$ cat src/rtl/pixlink_pkg.sv
package pixlink_pkg;
  localparam int unsigned DEF_COLOR_W = 6;
  localparam int unsigned DEF_SLOTS   = 7;

  typedef enum logic {
    LINK_DOWN = 1'b0,
    LINK_UP   = 1'b1
  } link_state_e;
endpackage

$ cat src/rtl/pixlink_edge_sync.sv
module pixlink_edge_sync #(
  parameter int W = 21
) (
  input  logic         clk_i,
  input  logic         rst_ni,
  input  logic         pix_clk_i,
  input  logic         edge_sel_i,
  input  logic [W-1:0] data_i,
  output logic         strobe_o,
  output logic         any_edge_o,
  output logic [W-1:0] word_o
);
  // pc_q[0], pc_q[1]: synchronizer; pc_q[2]: history for edge detect
  logic [2:0]   pc_q;
  logic [W-1:0] d1_q, d2_q;
  logic         rise, fall;

  assign rise       = pc_q[1] & ~pc_q[2];
  assign fall       = ~pc_q[1] & pc_q[2];
  assign strobe_o   = edge_sel_i ? rise : fall;
  assign any_edge_o = pc_q[1] ^ pc_q[2];

  always_ff @(posedge clk_i or negedge rst_ni) begin
    if (!rst_ni) begin
      pc_q   <= '0;
      d1_q   <= '0;
      d2_q   <= '0;
      word_o <= '0;
    end else begin
      pc_q <= {pc_q[1:0], pix_clk_i};
      // data follows the same delay as the clock samples
      d1_q <= data_i;
      d2_q <= d1_q;
      if (strobe_o) word_o <= d2_q;
    end
  end
endmodule

$ cat src/rtl/pixlink_clk_monitor.sv
module pixlink_clk_monitor
  import pixlink_pkg::*;
#(
  parameter int LOSS_LIMIT   = 16,
  parameter int GOOD_PERIODS = 2,
  localparam int IW = $clog2(LOSS_LIMIT + 1),
  localparam int GW = $clog2(GOOD_PERIODS + 2)
) (
  input  logic clk_i,
  input  logic rst_ni,
  input  logic strobe_i,
  input  logic any_edge_i,
  output logic link_up_o
);
  localparam logic [IW-1:0] IDLE_LAST = IW'(LOSS_LIMIT - 1);
  localparam logic [IW-1:0] IDLE_SAT  = IW'(LOSS_LIMIT);
  localparam logic [GW-1:0] GOOD_LAST = GW'(GOOD_PERIODS);

  logic [IW-1:0] idle_q;
  logic [GW-1:0] good_q;
  link_state_e   state_q;
  logic          timeout;

  assign timeout   = !any_edge_i && (idle_q == IDLE_LAST);
  assign link_up_o = (state_q == LINK_UP);

  always_ff @(posedge clk_i or negedge rst_ni) begin
    if (!rst_ni) begin
      idle_q <= '0;
    end else if (any_edge_i) begin
      idle_q <= '0;
    end else if (idle_q != IDLE_SAT) begin
      idle_q <= idle_q + 1'b1;
    end
  end

  always_ff @(posedge clk_i or negedge rst_ni) begin
    if (!rst_ni) begin
      state_q <= LINK_DOWN;
      good_q  <= '0;
    end else begin
      unique case (state_q)
        LINK_UP: begin
          if (timeout) begin
            state_q <= LINK_DOWN;
            good_q  <= '0;
          end
        end
        default: begin
          if (timeout) begin
            good_q <= '0;
          end else if (strobe_i) begin
            // third clean strobe closes two full periods
            if (good_q == GOOD_LAST) begin
              state_q <= LINK_UP;
              good_q  <= '0;
            end else begin
              good_q <= good_q + 1'b1;
            end
          end
        end
      endcase
    end
  end
endmodule

$ cat src/rtl/pixlink_lane_ser.sv
module pixlink_lane_ser #(
  parameter int SLOTS = 7,
  parameter int LANES = 3,
  localparam int WORD_W = SLOTS * LANES,
  localparam int SW     = $clog2(SLOTS),
  localparam int HIGH_N = (SLOTS + 1) / 2
) (
  input  logic              clk_i,
  input  logic              rst_ni,
  input  logic              strobe_i,
  input  logic [WORD_W-1:0] word_i,
  output logic [LANES-1:0]  lane_bits_o,
  output logic              frame_bit_o
);
  localparam logic [SW-1:0] SLOT_LAST = SW'(SLOTS - 1);
  localparam logic [SW-1:0] SLOT_HIGH = SW'(HIGH_N);

  logic [SW-1:0]     slot_q;
  logic [WORD_W-1:0] sh_q;

  always_ff @(posedge clk_i or negedge rst_ni) begin
    if (!rst_ni) begin
      slot_q <= '0;
      sh_q   <= '0;
    end else if (strobe_i) begin
      // word captured at the previous strobe starts now
      slot_q <= '0;
      sh_q   <= word_i;
    end else begin
      slot_q <= (slot_q == SLOT_LAST) ? '0 : slot_q + 1'b1;
    end
  end

  for (genvar l = 0; l < LANES; l++) begin : g_lane
    logic [SLOTS-1:0] lane_word;
    assign lane_word      = sh_q[l*SLOTS +: SLOTS];
    assign lane_bits_o[l] = lane_word[slot_q];
  end

  assign frame_bit_o = (slot_q < SLOT_HIGH);
endmodule

$ cat src/rtl/pixlink_serializer.sv
module pixlink_serializer
  import pixlink_pkg::*;
#(
  parameter int COLOR_W      = DEF_COLOR_W,
  parameter int SLOTS        = DEF_SLOTS,
  parameter int LOSS_LIMIT   = 16,
  parameter int GOOD_PERIODS = 2,
  localparam int WORD_W = 3 * COLOR_W + 3,
  localparam int LANES  = WORD_W / SLOTS
) (
  input  logic               clk_i,
  input  logic               rst_ni,
  input  logic               pdn_ni,
  input  logic               pix_clk_i,
  input  logic               edge_sel_i,
  input  logic [COLOR_W-1:0] red_i,
  input  logic [COLOR_W-1:0] green_i,
  input  logic [COLOR_W-1:0] blue_i,
  input  logic               hsync_i,
  input  logic               vsync_i,
  input  logic               den_i,
  output logic [LANES-1:0]   data_lane_o,
  output logic               clk_lane_o,
  output logic               drive_en_o
);
  logic              core_rst_n;
  logic [WORD_W-1:0] pix_word, cap_word;
  logic              strobe, any_edge, link_up;
  logic [LANES-1:0]  lane_bits;
  logic              frame_bit;
  logic              drive_q;

  // power-down acts as a second asynchronous reset
  assign core_rst_n = rst_ni & pdn_ni;
  assign pix_word   = {den_i, vsync_i, hsync_i, blue_i, green_i, red_i};

  pixlink_edge_sync #(.W(WORD_W)) u_sync (
    .clk_i      (clk_i),
    .rst_ni     (core_rst_n),
    .pix_clk_i  (pix_clk_i),
    .edge_sel_i (edge_sel_i),
    .data_i     (pix_word),
    .strobe_o   (strobe),
    .any_edge_o (any_edge),
    .word_o     (cap_word)
  );

  pixlink_clk_monitor #(
    .LOSS_LIMIT   (LOSS_LIMIT),
    .GOOD_PERIODS (GOOD_PERIODS)
  ) u_mon (
    .clk_i      (clk_i),
    .rst_ni     (core_rst_n),
    .strobe_i   (strobe),
    .any_edge_i (any_edge),
    .link_up_o  (link_up)
  );

  pixlink_lane_ser #(.SLOTS(SLOTS), .LANES(LANES)) u_ser (
    .clk_i       (clk_i),
    .rst_ni      (core_rst_n),
    .strobe_i    (strobe),
    .word_i      (cap_word),
    .lane_bits_o (lane_bits),
    .frame_bit_o (frame_bit)
  );

  always_ff @(posedge clk_i or negedge core_rst_n) begin
    if (!core_rst_n) drive_q <= 1'b0;
    else             drive_q <= 1'b1;
  end

  assign drive_en_o  = drive_q;
  assign data_lane_o = (drive_q && link_up) ? lane_bits : '0;
  assign clk_lane_o  = drive_q && link_up && frame_bit;
endmodule

$ cat config.mk
export PLATFORM = sky130hd
export DESIGN_NAME = pixlink_serializer
export DESIGN_NICKNAME = d
export VERILOG_FILES = /design/src/rtl/pixlink_pkg.sv /design/src/rtl/pixlink_edge_sync.sv /design/src/rtl/pixlink_clk_monitor.sv /design/src/rtl/pixlink_lane_ser.sv /design/src/rtl/pixlink_serializer.sv
export SDC_FILE = /design/constraint.sdc
export NUM_CORES = 1
export LEC_CHECK = 0
export CAP_MARGIN = 20
export CORE_UTILIZATION = 51
export CTS_CLUSTER_DIAMETER = 100
export DETAILED_ROUTE_END_ITERATION = 12
export PLACE_DENSITY_LB_ADDON = 0.25
export RECOVER_POWER = 25
export SLEW_MARGIN = 0
export SYNTH_ARGS = -nofsm -noshare
export SYNTH_HDL_FRONTEND = slang
export SYNTH_SLANG_ARGS = --single-unit
$ cat constraint.sdc
create_clock -name clk_i -period 3.9 [get_ports clk_i]
set_clock_uncertainty 0.15 [all_clocks]
set_input_delay 0.78 -clock clk_i [delete_from_list [all_inputs] [get_ports clk_i]]
set_output_delay 0.78 -clock clk_i [all_outputs]
set_load 0.005 [all_outputs]
* After elaboration in Yosys (flattened, before gate mapping)
Index checks and enable logic that the tools add are counted.
Cells by class: magnitude comparators 2, $add $sub $neg 3, eq/ne operators 5, bitwise logic cells 6, reduce and logical (&&, ||, !) cells 7, muxes and demuxes 22
Operators by type and width (number):
- 2-bit two-way mux | 5
- 5-bit two-way mux | 2
- 1-bit binary-select mux with 3-bit select | 3
- 1-bit two-way mux | 9
- 3-bit two-way mux | 3
- 5-bit by 1-bit adder with 5-bit output, second input constant | 1
- 5-bit by 4-bit equality test with 1-bit output, second input constant | 1
- 5-bit != test, second input constant | 1
- 3-bit by 4-bit < comparator with 1-bit output, second input constant | 1
- 2-bit nonzero test | 2
- 3-bit by 1-bit adder with 3-bit output, second input constant | 1
- 1-bit bitwise AND | 3
- 3-bit equality test, second input constant | 1
- 1-bit logical AND | 3
- 3-bit < comparator, second input constant | 1
- 2-bit by 1-bit adder with 2-bit output, second input constant | 1
- 2-bit equality test, second input constant | 1
- 2-bit != test, second input constant | 1
- 1-bit inverter | 2
- 2-bit AND reduction | 1
- 1-bit zero test | 1
- 1-bit XOR | 1
Storage, ports and cells: flip-flop bits (word level) 99, logic and storage cells 55

* Longest topological paths before layout
Gate-level depths: netlist (run 1).
depth after elaboration 6, gate-level depth with buffers 7, depth with buffers taken out 5

* Cells and area by module
Synthesis (run 1) repeated with hierarchy kept, for this count alone.
Second synthesis, totals: cell total of the unflattened synthesis 217, area, all modules 3497.1 um2
Modules (own cells, without submodules):
- pixlink_edge_sync | times used 1, cells an instance 96, area each 1964.4 um2, sequential area each 1651.6 um2
- pixlink_lane_ser | times used 1, cells an instance 76, area each 1073.5 um2, sequential area each 600.6 um2
- pixlink_clk_monitor | times used 1, cells an instance 38, area each 399.1 um2, sequential area each 200.2 um2
- pixlink_serializer | times used 1, cells an instance 7, area each 60.1 um2, sequential area each 25.0 um2

* Least setup slack after synthesis (run 1)
Ideal clock, no wire load.
path type flip-flop to output port, from register u_ser.slot_q[0], to output data_lane_o[1], cell stages (with the launch flop) 4, slack 1.880 ns, data arrival time 1.090 ns, buffers on the path 0, path through dfrtp_1 > mux4_2 > nor2_1 > nor3_1
On the way: word-level cells in the longest chain between the ends 3
Ends and longest elaborated chain:
- start, declared | RTL line pixlink_lane_ser.sv:18 | logic [SW-1:0] slot_q;
- start signal, assigned | RTL line pixlink_lane_ser.sv:30 | slot_q <= (slot_q == SLOT_LAST) ? '0 : slot_q + 1'b1;
- 1-bit binary-select mux with 3-bit select | RTL line pixlink_lane_ser.sv:37 | assign lane_bits_o[l] = lane_word[slot_q];
- 1-bit two-way mux (implied by the code) | RTL line pixlink_lane_ser.sv:37
- 3-bit two-way mux | RTL line pixlink_serializer.sv:74 | assign data_lane_o = (drive_q && link_up) ? lane_bits : '0;
- end, declared | RTL line pixlink_serializer.sv:22 | output logic [LANES-1:0] data_lane_o,
Every way passes these cells. The select of a mux whose other input is x is not followed.

* Worst setup path after layout (run 1)
Same ends and word-level chain as after synthesis.

==> impl_results.md, run 1 <==
- Gate Count Post-Synth: 302
- Setup WS pre-CTS: 1.12 ns
- Req. time, crit path: 2.97 ns
- Int Pwr: roughly 1.6 mW
- Net Switching: around 0.6 mW
- Placed cells: 399
- Failing checks: max-capacitance violations, max-slew violations
- Max_cap viols: 1
- Ys Warns: 0
- Yosys top cell by area: dfrtp_1
- Root Driver: clkbuf_8
- CTS tree: done
- Cell area after layout: 4080 µm²
- Top post-synthesis cells by area: dfrtp_1, nand2_1, mux4_2
- GP Congestion: ~0.72
- Sequential Power Share: 0.574
- Final TNS setup: 0 ns
- CP Class: flop to primary output
- Pre-antenna DRT Iters: 4
- Fraction of layout instances using a drive strength above 1: 0.0710
- HPWL after DPL: between 3000 and 4000 µm
- Clk_lat worst skew: between 0.3 and 0.4 ns
- Tightest Hold Check Type: flop to flop
- Vias in the first global route: 2027
- Post-layout min period: around 3.2 ns
- DR DRC count: 0
- Clock transition at path regs: 0.09 ns
- Final cell count without fillers: roughly 420
- Die height: around 85 µm
- Synthesized area: 3510 µm²
- Clock Power Share: 0.277
- Worst EP arrival: roughly 2.2 ns
- Maximum vdd drop: between 0.2 and 0.3 mV
- Number of synthesized register bits: 99
- PnR worst setup slack: between 0.7 and 0.8 ns
- Comb power frac: 0.149
- Switching Share: 0.269
- Row Count: 29
- Ant. Diodes: 0
- Max Transition Viols Final: 47
- 1st-iter DRT viols: about 130
- GRT overflow: 0
- TritonCTS Buffers: 9
- Clock sink count: 99
- Setup bufs post-CTS: 0
- Leak: approximately 2.1 nW
- Wire per inst: about 12 µm
- Unrepaired setup endpoints after global routing: no
- Number of I/O port buffers: 30
- Nets: about 360
- Vias: ~2100
- Commonest non-fill, non-tap cells in the layout: nand2_1, dfrtp_1, dlygate4sd3_1, clkbuf_8
- DP Area: around 3900 µm²
- Crit end category: primary output
- Syn avg cell area: 11.6 µm²
- Commonest non-fill, non-tap cell in the layout: nand2_1
- Worst hold slack: just under 0.2 ns
- DIE AREA: 7230 µm²
- Rel. slew slack: -0.360
- Worst-margin pin slew: roughly 2 ns
- Overall die width: between 80 and 90 µm
- Final hold violation count: 0
- Pwr/cell area: about 550 nW/µm²
- Yosys top cell area share: 0.705
- Final core occ: 0.628
- Core area: around 6500 µm²
- Routed WL: between 5000 and 6000 µm
- Clock Path Buffers: 2
- Initial antenna violation count: 0
- Final Total Pwr: 2.24 mW
- Post-synthesis sequential area ratio: 0.705
- Starting Density: 0.541
- Largest net degree at the start of global routing: 54
- Crit start category: flop
- Post-CTS Hold Buffers: 0
- # IOs: 31
- Crit-path max FO: 13
- Post-synthesis cell type count: 33
- Drt via density: just over 5
- Synth Net Count: approximately 330
- Fmax: 317 MHz
- Post_cts resized: 0
- Tot GR Track Use: 0.165
- Period Utilization, post-route: 0.810
- Status: finished with violations
- Post-route ant nets: 0
- Area growth syn-to-layout: 16.1%
- First-pass GRT wire length: roughly 9000 µm
- H-tree depth: 3
- Final setup vio count: 0
## power groups by stage
stage | sequential [mW] | clock (mW) | combinational (mW)
2_1_floorplan | 1.25 | 0 | 0.282
3_3_place_gp | 1.30 | 0 | 0.326
3_5_place_dp | 1.30 | 0 | 0.342
4_1_cts | 1.28 | 0.642 | 0.345
5_1_grt | 1.31 | 0.684 | 0.382
6_report | 1.28 | 0.619 | 0.334
## synthesized netlist by cell type
cell       number
mux2i_2         1
and2_1          2
and3_1          3
or4_1           1
dfrtp_1        99
nor4bb_1        1
nand2_1       132
nor2_1          7
nand4bb_1       1
nand3b_1        3
conb_1          1
a21boi_0        2
ha_1            5
o21ai_1         1
xor2_1          1
mux2_2          2
mux2i_1         4
nor3_1          3
o211a_1         3
a2bb2oi_1       1
xnor2_1         1
a22oi_1         1
nand3_1         1
a211oi_1        1
inv_1           6
buf_2           9
a31oi_1         1
o21a_1          1
clkbuf_1        2
nor4_1          1
buf_6           1
mux4_2          3
a21oi_1         1
## worst max-delay path, cell delays in order (launching register included)
cell and delay (ns):
dfrtp_1 0.69, mux4_2 0.56, nor2_1 0.10, nor3_1 0.08, clkdlybuf4s50_1 0.45
## logic make-up (layout without fill, tap and decap cells)
group / count (synthesis) / count (layout) / synth area share
adders and majority gates: 5 / 5 / 0.0178
and+or+nand+nor: 155 / 155 / 0.179
other: 1 / 1 / 0.00107
AOI/OAI and AO/OA: 12 / 12 / 0.0263
DFF: 99 / 99 / 0.705
muxes: 10 / 10 / 0.0409
xor gates and xnor gates: 2 / 2 / 0.00498
buffers and inverters: 18 / 54 / 0.0246
## layer usage
metal,GRT usage,vias up,part of all wire
met5,0,-,0
met4,0.0740,0,0.0077
met3,0.0584,4,0.039
met2,0.271,32,0.51
met1,0.198,1044,0.44
li1,-,1019,-
## worst paths after layout
path | startpoint | slack [ns] | end | depth (start not counted)
worst min-delay path | u_sync.d1_q[1] | 0.19 | u_sync.d2_q[1] | 0
worst max register to register | u_sync.pc_q[1] | 1.95 | u_mon.link_up_o | 5
worst max-delay path | u_ser.slot_q[0] | 0.74 | data_lane_o[1] | 4
max in group asynchronous | rst_ni | 0.99 | u_ser.sh_q[0] | 2
min in group asynchronous | pdn_ni | 1.36 | u_sync.d1_q[12] | 2
worst min register to register | u_sync.d1_q[1] | 0.19 | u_sync.d2_q[1] | 0
## state kept, by name, indices dropped and copies added (netlist names), 2 cells and up
name           count
u_ser.slot_q       3
u_sync.word_o     21
u_sync.d1_q       21
u_ser.sh_q        21
u_mon.good_q       2
u_sync.pc_q        3
u_mon.idle_q       5
u_sync.d2_q       21
## cell type report
class | count | area [µm²]
clock buffers | 12 | 165
repair buffers | 32 | 328
well taps | 77 | 96.3
clock inverters | 4 | 31.3
flip-flops and latches | 99 | 2480
fillers | 505 | 2410
multi-input cells | 185 | 960
inverters | 6 | 22.5
(Power assumes the default switching activity.)
==> run 2: changes to the inputs <==
- clock period: 3.9 -> 2.64 ns (I/O delays scaled with it)
==> impl_results.md, run 2 (synthesis gave the netlist of run 1 again) <==
- Status: finished with violations
- Failing checks: max-capacitance violations, max-slew violations
- Root Driver: clkbuf_8
- Clk_lat worst skew: 0.35 ns (about the same)
- First-pass GRT wire length: 9410 µm (+4.8%)
- Critical Path Slowest Stage Cell: dfrtp_2
- Clock transition at path regs: 0.09 ns (about the same)
- CP Class: flop to primary output
- Period Utilization, post-route: 0.960
- Starting Density: 0.541 (unchanged)
- Rel. slew slack: -0.0108 (+0.349)
- Vias in the first global route: 2123 (+4.7%)
- 1st-iter DRT viols: 95 (-24%)
- Vias: 2091 (-0.38%)
- DIE AREA: 7230 µm² (unchanged)
- Tot GR Track Use: 0.171 (+0.00600)
- DP Area: 3930 µm² (+1.0%)
- DR DRC count: 0 (unchanged)
- Placed cells: 401 (+0.50%)
- CP dominant cell by count: buf_4
- Worst Setup SP: u_ser.slot_q[0]
- H-tree depth: 3 (unchanged)
- Crit start category: flop
- Footprint of the multi-input gates: 967 µm² (+0.78%)
- Unrepaired setup endpoints after global routing: no
- Area growth syn-to-layout: 18.1%
- Nets: 373 (+2.5%)
- Post-CTS Hold Buffers: 0 (unchanged)
- Pre-antenna DRT Iters: 4 (unchanged)
- TritonCTS Buffers: 9 (unchanged)
- GRT overflow: 0 (unchanged)
- Ant. Diodes: 0 (unchanged)
- Core area: 6490 µm² (unchanged)
- HP Start: u_sync.d1_q[14]
- Req. time, crit path: 1.96 ns (-1.01 ns)
- Post-route ant nets: 0 (unchanged)
- Net Switching: 0.907 mW (+51%)
- HPWL after DPL: 3360 µm (+10%)
- Worst EP arrival: 1.86 ns (-0.37 ns)
- Drt via density: 4.93 (-2.5%)
- Maximum vdd drop: 0.371 mV (+31%)
- Row Count: 29 (unchanged)
- Commonest non-fill, non-tap cells in the layout: nand2_1, dfrtp_1, dlygate4sd3_1, clkbuf_8, buf_4
- Sequential Area: 2480 µm² (+0.10%)
- Worst-margin pin slew: 1.52 ns (-0.524 ns)
- Die height: 85.0 µm (unchanged)
- Fraction of layout instances using a drive strength above 1: 0.101 (+0.0299)
- Final setup vio count: 0 (unchanged)
- Crit end category: primary output
- Clock Power Share: 0.251 (-0.026)
- Final hold violation count: 0 (unchanged)
- Pwr/cell area: 796 nW/µm² (+45%)
- Filler Cell Count: 525 (+4.0%)
- Int Pwr: 2.40 mW (+47%)
- Max Transition Viols Final: 33 (-30%)
- Final TNS setup: 0 ns (unchanged)
- Clock sink count: 99 (unchanged)
- Switching Share: 0.274 (+0.00497)
- Crit-path max FO: 4 (-9)
- GP Congestion: 0.707 (-1.7%)
- Routed WL: 5140 µm (+1.9%)
- Max incr delay on CP: 0.43 ns (-0.26 ns)
- Comb power frac: 0.181 (+0.032)
- Reg-to-reg startpoint: u_sync.pc_q[1]
- Tightest Hold Check Type: flop to flop
- Leak: 2.13 nW (+2.2%)
- Cell area after layout: 4150 µm² (+1.7%)
- Initial antenna violation count: 0 (unchanged)
- # IOs: 31 (unchanged)
- Fmax: just under 400 MHz
- Number of I/O port buffers: 30 (unchanged)
- Wire per inst: 12.1 µm (-0.30%)
- Sequential Power Share: 0.568 (-0.006)
- CP Cell Sequence: buf_4 -> buf_4 -> mux4_2 -> nor2_2 -> nor3_1 -> clkdlybuf4s15_1
- Commonest non-fill, non-tap cell in the layout: nand2_1
- Final cell count without fillers: 424 (+2.2%)
- Max_cap viols: 1 (unchanged)
- Post-layout min period: ~2.5 ns
- Final Total Pwr: 3.30 mW (+48%)
- Largest net degree at the start of global routing: 43 (-20%)
- Clock Path Buffers: 2 (unchanged)
- CTS tree: done
- Overall die width: 85.0 µm (unchanged)
run 2: changes by cell type in the layout (fill, tap and decap cells not counted), sizes merged:
cell           change
inv                +1
clkdlybuf4s15      +1
dlygate4sd2        +2
buf                +9
clkbuf             -1
clkdlybuf4s50      -3
run 2: worst max-delay path: cells and delay by family (launching register included):
family	cells	cell delay, ns
buffers and inverters	3	0.49
and+or+nand+nor	2	0.16
muxes	1	0.42
DFF	1	0.43
run 2: through the flow:
step	setup slack [ns]	utilization	hold WS [ns]
finish	0.104	0.639	0.200
global route	0.00551	0.639	0.207
CTS	0.0558	0.639	0.202
detailed placement	0.107	0.605	0.185
global placement	0.159	0.605	0.181
floorplan	0.375	-	0.181
run 2: cell type report:
| cell class | count | area share |
|---|---|---|
| inverters | 6 | 0.00542 |
| repair buffers | 41 | 0.101 |
| well taps | 77 | 0.0232 |
| multi-input cells | 185 | 0.233 |
| flip-flops and latches | 99 | 0.597 |
| clock buffers | 11 | 0.0316 |
| clock inverters | 5 | 0.00874 |
run 2: worst paths after layout:
path | endpoint | slack (ns) | cells past startpoint
max | data_lane_o[0] | 0.10 | 6
min | u_sync.d2_q[14] | 0.20 | 0
max reg2reg | u_ser.sh_q[8] | 0.80 | 6
min reg2reg | u_sync.d2_q[14] | 0.20 | 0
max in group asynchronous | u_sync.d1_q[0] | 0.51 | 2
min in group asynchronous | u_sync.d2_q[12] | 0.89 | 2
run 2: timing repair:
action | CTS | global route
endpoints found under the setup margin | 3 | 1
setup buffers | 7 | 0
resized for setup | 7 | 2
pin swaps | 0 | 1
run 2: layer usage:
layer	up-vias	global-route usage	share of wire
li1	1032	-	-
met1	1014	0.203	0.45
met2	35	0.285	0.50
met3	10	0.0652	0.038
met4	0	0.0663	0.018
met5	-	0	0
run 2: power groups by stage:
stage | clock network [mW] | logic [mW] | registers, mW
2_1_floorplan | 0 | 0.416 | 1.84
3_3_place_gp | 0 | 0.493 | 1.92
3_5_place_dp | 0 | 0.517 | 1.93
4_1_cts | 0.866 | 0.606 | 1.88
5_1_grt | 0.922 | 0.675 | 1.91
6_report | 0.830 | 0.597 | 1.88
